### config.mk
export PLATFORM = sky130hd
export DESIGN_NAME = hart_char_tx
export DESIGN_NICKNAME = d
export VERILOG_FILES = /design/src/rtl/hart_tx_pkg.sv /design/src/rtl/hart_baud_gen.sv /design/src/rtl/hart_cts_gen.sv /design/src/rtl/hart_char_serializer.sv /design/src/rtl/hart_latency_timer.sv /design/src/rtl/hart_char_tx.sv
export SDC_FILE = /design/constraint.sdc
export NUM_CORES = 1
export LEC_CHECK = 0
export ABC_AREA = 0
export BUFFER_PORTS_ARGS = -buffer_cell sky130_fd_sc_hd__buf_4
export CAP_MARGIN = 20
export CORE_MARGIN = 3
export CORE_UTILIZATION = 35
export DETAILED_ROUTE_END_ITERATION = 8
export PLACE_DENSITY = 0.59
export SETUP_SLACK_MARGIN = 0.05
export SYNTH_ARGS = -nofsm -noshare
export SYNTH_HDL_FRONTEND = slang
export SYNTH_SLANG_ARGS = --single-unit
### constraint.sdc
create_clock -name clk -period 2.6 [get_ports clk]
set_input_delay 0.39 -clock clk [delete_from_list [all_inputs] [get_ports clk]]
set_output_delay 0.39 -clock clk [all_outputs]
set_load 0.02 [all_outputs]
### src/rtl/hart_tx_pkg.sv
package hart_tx_pkg;

    localparam int FRAME_BITS = 11;
    localparam int LAST_IDX   = FRAME_BITS - 1;

    typedef struct packed {
        logic       par;
        logic [7:0] data;
    } hart_char_t;

    typedef enum logic {
        SER_IDLE = 1'b0,
        SER_SEND = 1'b1
    } ser_state_e;

    // Bit 0 goes out first: start, data LSB first, parity, stop.
    function automatic logic [FRAME_BITS-1:0] build_frame(input hart_char_t c);
        return {1'b1, c.par, c.data, 1'b0};
    endfunction

endpackage

### src/rtl/hart_baud_gen.sv
module hart_baud_gen #(
    parameter int CLKS_PER_BIT = 1024
) (
    input  logic clk,
    input  logic rst,
    input  logic run,
    output logic tick
);
    localparam int CW = (CLKS_PER_BIT > 1) ? $clog2(CLKS_PER_BIT) : 1;
    localparam logic [CW-1:0] TOP = CW'(CLKS_PER_BIT - 1);

    logic [CW-1:0] cnt_q;

    always_ff @(posedge clk) begin
        if (rst || !run)
            cnt_q <= '0;
        else if (cnt_q == TOP)
            cnt_q <= '0;
        else
            cnt_q <= cnt_q + 1'b1;
    end

    assign tick = run && (cnt_q == TOP);

    // no tick while the modulator clock domain is stopped
    a_r2_tick_needs_run: assert property (@(posedge clk) disable iff (rst)
        !run |=> (cnt_q == '0));
endmodule

### src/rtl/hart_cts_gen.sv
module hart_cts_gen #(
    parameter int CTS_DW = 4
) (
    input  logic              clk,
    input  logic              rst,
    input  logic              rts,
    input  logic              tick,
    input  logic [CTS_DW-1:0] delay,
    output logic              cts
);
    logic [CTS_DW-1:0] bits_q;
    logic              cts_q;

    always_ff @(posedge clk) begin
        if (rst || !rts) begin
            bits_q <= '0;
            cts_q  <= 1'b0;
        end else if (!cts_q) begin
            if (bits_q == delay)
                cts_q <= 1'b1;
            else if (tick)
                bits_q <= bits_q + 1'b1;
        end
    end

    assign cts = cts_q;

    // clear-to-send is withdrawn as soon as request-to-send drops
    a_r5_cts_drops: assert property (@(posedge clk) disable iff (rst)
        !rts |=> !cts_q);
endmodule

### src/rtl/hart_char_serializer.sv
module hart_char_serializer
    import hart_tx_pkg::*;
(
    input  logic       clk,
    input  logic       rst,
    input  logic       tick,
    input  logic       rts,
    input  logic       cts,
    input  logic       fifo_empty,
    input  hart_char_t head,
    output logic       fetch,
    output logic       tx_bit,
    output logic       sending
);
    localparam int IW = $clog2(FRAME_BITS);
    localparam logic [IW-1:0] LAST = IW'(LAST_IDX);

    ser_state_e            st_q;
    logic [IW-1:0]         idx_q;
    logic [FRAME_BITS-2:0] rest_q;
    logic                  tx_q;
    logic [FRAME_BITS-1:0] frame_d;
    logic                  at_boundary;

    assign frame_d     = build_frame(head);
    assign at_boundary = (st_q == SER_IDLE) || (idx_q == LAST);
    assign fetch       = tick && rts && cts && !fifo_empty && at_boundary;

    always_ff @(posedge clk) begin
        if (rst) begin
            st_q   <= SER_IDLE;
            idx_q  <= '0;
            rest_q <= '1;
            tx_q   <= 1'b1;
        end else if (fetch) begin
            st_q   <= SER_SEND;
            idx_q  <= '0;
            tx_q   <= frame_d[0];
            rest_q <= frame_d[FRAME_BITS-1:1];
        end else if (tick && st_q == SER_SEND) begin
            if (idx_q == LAST) begin
                st_q <= SER_IDLE;
                tx_q <= 1'b1;
            end else begin
                tx_q   <= rest_q[0];
                rest_q <= {1'b1, rest_q[FRAME_BITS-2:1]};
                idx_q  <= idx_q + 1'b1;
            end
        end
    end

    assign tx_bit  = tx_q;
    assign sending = (st_q == SER_SEND);

    // the line only moves on a bit boundary
    a_r2_hold_between_ticks: assert property (@(posedge clk) disable iff (rst)
        !tick |=> $stable(tx_q));
    // a fetch strobe never lasts two cycles
    a_r6_single_pop: assert property (@(posedge clk) disable iff (rst)
        fetch |=> !fetch);
endmodule

### src/rtl/hart_latency_timer.sv
module hart_latency_timer #(
    parameter int LAT_CLKS = 12800
) (
    input  logic clk,
    input  logic rst,
    input  logic load,
    output logic busy
);
    localparam int LW = $clog2(LAT_CLKS + 1);

    logic [LW-1:0] left_q;

    always_ff @(posedge clk) begin
        if (rst)
            left_q <= '0;
        else if (load)
            left_q <= LW'(LAT_CLKS);
        else if (left_q != '0)
            left_q <= left_q - 1'b1;
    end

    assign busy = (left_q != '0);
endmodule

### src/rtl/hart_char_tx.sv
module hart_char_tx
    import hart_tx_pkg::*;
#(
    parameter int CLKS_PER_BIT  = 1024,
    parameter int LAT_HALF_BITS = 25,
    parameter int CTS_DW        = 4
) (
    input  logic              clk,
    input  logic              rst,
    input  logic              rts,
    input  logic [CTS_DW-1:0] cts_delay,
    input  logic              fifo_empty,
    input  logic [7:0]        fifo_data,
    input  logic              fifo_par,
    output logic              fifo_pop,
    output logic              mod_en,
    output logic              cts,
    output logic              tx_bit,
    output logic              busy
);
    localparam int LAT_CLKS = (LAT_HALF_BITS * CLKS_PER_BIT) / 2;

    logic       tick;
    logic       sending;
    hart_char_t head;

    assign head   = '{par: fifo_par, data: fifo_data};
    assign mod_en = rts || sending;

    hart_baud_gen #(.CLKS_PER_BIT(CLKS_PER_BIT)) u_baud (
        .clk (clk),
        .rst (rst),
        .run (mod_en),
        .tick(tick)
    );

    hart_cts_gen #(.CTS_DW(CTS_DW)) u_cts (
        .clk  (clk),
        .rst  (rst),
        .rts  (rts),
        .tick (tick),
        .delay(cts_delay),
        .cts  (cts)
    );

    hart_char_serializer u_ser (
        .clk       (clk),
        .rst       (rst),
        .tick      (tick),
        .rts       (rts),
        .cts       (cts),
        .fifo_empty(fifo_empty),
        .head      (head),
        .fetch     (fifo_pop),
        .tx_bit    (tx_bit),
        .sending   (sending)
    );

    hart_latency_timer #(.LAT_CLKS(LAT_CLKS)) u_lat (
        .clk (clk),
        .rst (rst),
        .load(fifo_pop),
        .busy(busy)
    );

    // the latency window opens with every fetch
    a_r9_busy_follows_fetch: assert property (@(posedge clk) disable iff (rst)
        fifo_pop |=> busy);
    // outside the latency window the line rests at mark
    a_r8_idle_mark: assert property (@(posedge clk) disable iff (rst)
        !busy |-> tx_bit);
    // with the modulator off the line is at 1
    a_r10_off_is_mark: assert property (@(posedge clk) disable iff (rst)
        !mod_en |-> tx_bit);
    // clear-to-send only follows an asserted request
    a_r5_cts_needs_rts: assert property (@(posedge clk) disable iff (rst)
        cts |-> $past(rts));
endmodule

==> impl_metrics.py <==
metrics = {
    "min_path": {
        "hold_depth": 3,
        "hold_class": "input port to flop",
        "hp-start": "fifo_data[1]",
        "whs_endpoint": "u_ser.rest_q[1]$_SDFFE_PP1P_",
    },
    "timing": {
        "final_max_slew_viol_count": 0,
        "slew_headroom_pct": 59.8,
        "period_needed_ns": 2.36,
        "setup_viol": 0,
        "tightest_slew_ns": 0.602,
        "finalHoldViolations": 0,
        "min_period_over_period_pct": 90.9,
        "max_freq_mhz": 423,
        "tns_ns": 0,
        "fin_skew_ns": 0.0107,
        "grt_setup_unrepaired": "yes",
    },
    "synth": {
        "synth_top_area_share_pct": 41.5,
        "yosysMostFrequentCell": "dfxtp_1",
        "yosysSeqAreaShare_pct": 41.5,
        "synth_edf_count": 0,
        "synth.distinct_cells": 45,
        "ys.flop_type": "dfxtp_1",
        "syn_area_per_cell_sq_um": 8.92,
        "netlist_top_cells_count": "dfxtp_1 (44), nor2_1 (33), a21oi_1 (18)",
        "synthesis.nets": 260,
        "syn_inst": 238,
        "yosysWarnings": 0,
        "ys_async_sr_fraction_pct": 0,
        "synthTopCellsByArea": "dfxtp_1 (41%), nor2_1 (5.8%), mux2i_1 (5.2%)",
        "synth_area_sq_mm": 0.00212,
        "synth_seq_cells": 44,
        "synth_top_area_cell": "dfxtp_1",
    },
    "die": {
        "pin_count": 22,
        "core_area_sq_mm": 0.00568,
        "die_x_um": 83.9,
        "rows": 27,
        "die_y_um": 83.9,
        "dieArea_sq_mm": 0.00704,
        "start_util_pct": 37.4,
    },
    "worst_setup_path": {
        "critical_path.max_fanout": 10,
        "crit_arrival_ns": 1.97,
        "critPathBufInv": 3,
        "critical_path.slowest_cell": "or3b_4",
        "reg2reg_depth": 5,
        "startpoint": "u_lat.left_q[0]$_SDFFE_PP0P_",
        "startpoint_type": "flop",
        "critPathCaptureType": "output port",
        "cpPeakStageDelay_ns": 0.46,
        "worstReg2RegEnd": "u_cts.bits_q[3]$_SDFFE_PP0P_",
        "worstSetupPathType": "flop to output port",
        "rrSetupSlack_ns": 0.43,
        "r2r_start": "u_baud.cnt_q[0]$_SDFF_PP0_",
        "worstPathRequired_ns": 2.21,
        "crit_chain": "inv_1 -> ha_1 -> or3b_4 -> nor4_4 -> inv_1 -> buf_4",
        "crit_family": "simple AND/OR/NAND/NOR gates",
        "critPathMostFrequentCell": "inv_1",
    },
    "grt": {
        "grt_pass1_vias": 1625,
        "antenna_found_initial": 0,
        "grt_pass1_wl_mm": 7.19,
        "grt_max_degree": 17,
        "grt_usage_pct": 12.1,
        "grt_overflow": 0,
    },
    "clock_network": {
        "clock-sinks": 44,
        "clk-insertion-delay-late_ns": 0.29,
        "htreeDepth": 2,
        "clk_pin_slew_ns": 0.08,
        "post_cts_buffers": 0,
        "cts_tree": "yes",
        "cts_buffers": 5,
        "root_buffer": "clkbuf_8",
        "clockBufferDepth": 2,
    },
    "placed_design": {
        "io_buffer_count": 21,
        "dp.final_hpwl_mm": 2.88,
        "routabilityCongestion": 0.777,
    },
    "outcome": {
        "status": "finished clean",
    },
    "run": {
        "cap_violations": 0,
    },
    "route": {
        "drc": 0,
        "wirelength_mm": 4.09,
        "vias_per_cell": 5.32,
        "post_drt_wl_per_cell_um": 12.3,
        "dr.pass1.iters": 4,
        "vias": 1772,
        "drtIter0Drc": 117,
        "ant_nets": 0,
    },
    "final_layout": {
        "nFillCells": 586,
        "n_antenna_cell": 0,
        "syn2layout_area_growth_pct": 15.4,
        "final_nets": 283,
        "drive_above_1_share_pct": 16.5,
    },
    "pwr": {
        "powerDensity_mw_per_mm2": 717,
        "ir_drop_mv": 0.319,
        "power_mw": 1.76,
        "p_leak_nw": 0.883,
    },
}
==> registers in the layout, summed over array words and instances (netlist names) <==
register / cells
u_ser.idx_q: 4
u_cts.cts: 1
u_baud.cnt_q: 10
u_ser.sending: 1
u_ser.rest_q: 9
u_ser.tx_bit: 1
u_cts.bits_q: 4
u_lat.left_q: 14
==> power breakdown <==
group,switching (mW),internal [mW]
Clock,0.219,0.182
Combinational,0.296,0.254
Sequential,0.0655,0.740
Total,0.581,1.18
==> timing repair <==
action                                  4_1_cts  5_1_grt
gates resized for setup                       0        4
endpoints found under the setup margin        0        2
hold buffers                                  0        0
==> worst max path at each step <==
stage	endpoint	cells past startpoint
floorplan	u_lat.left_q[10]$_SDFFE_PP0P_	7
global placement	fifo_pop	6
detailed placement	fifo_pop	6
CTS	fifo_pop	6
global route	fifo_pop	6
finish	busy	6
==> per-layer routing <==
layer	wire, um	track usage, %
met5	0	0
met4	60	4.82
met3	93	2.37
met2	1860	19.3
met1	2070	16.1
==> worst min-delay path: stages <==
cell and delay, ns:
buf_4 0.07, nor2_1 0.04, a22oi_1 0.12
==> cell usage in the layout, fill, tap and decap left out, types with 8 or more instances in the layout <==
| cell | synthesis | layout |
|---|---|---|
| a21oi_1 | 18 | 18 |
| a22oi_1 | 8 | 8 |
| buf_4 | 0 | 24 |
| dfxtp_1 | 44 | 44 |
| inv_1 | 11 | 11 |
| mux2i_1 | 11 | 11 |
| nand3_1 | 8 | 8 |
| nor2_1 | 33 | 33 |
| xnor2_1 | 12 | 12 |
==> cell type report <==
| cell class | count | area (sq um) | area share, % |
|---|---|---|---|
| sequential | 44 | 881 | 35.9 |
| inverter | 12 | 45.0 | 1.84 |
| multi-input combinational | 174 | 1170 | 47.9 |
| clock inverter | 2 | 12.5 | 0.510 |
| tap | 72 | 90.1 | 3.68 |
| timing repair buffer | 24 | 180 | 7.35 |
| clock buffer | 5 | 68.8 | 2.81 |
==> cell families (layout without fill, tap and decap cells) <==
group                      Yosys count  in the layout  synth area share, %
adders and majority gates            5              5                 2.95
DFF                                 44             44                 41.5
AOI/OAI and AO/OA                   52             52                 16.0
buffers and inverters               20             43                 4.12
muxes                               12             12                 5.72
and+or+nand+nor                     92             92                 24.4
xor gates and xnor gates            13             13                 5.36
==> per-stage QoR <==
stage | cell area (sq um) | worst slack, ns | std cells | util [%] | hold slack, ns
floorplan | 2120 | 0.552 | 238 | - | 0.430
global placement | 2350 | 0.449 | 326 | 41.4 | 0.445
detailed placement | 2350 | 0.391 | 326 | 41.4 | 0.450
CTS | 2430 | 0.0694 | 333 | 42.9 | 0.365
global route | 2450 | 0.0379 | 333 | 43.2 | 0.359
finish | 2450 | 0.237 | 333 | 43.2 | 0.373
No activity file was read; power rests on OpenSTA's default activity.
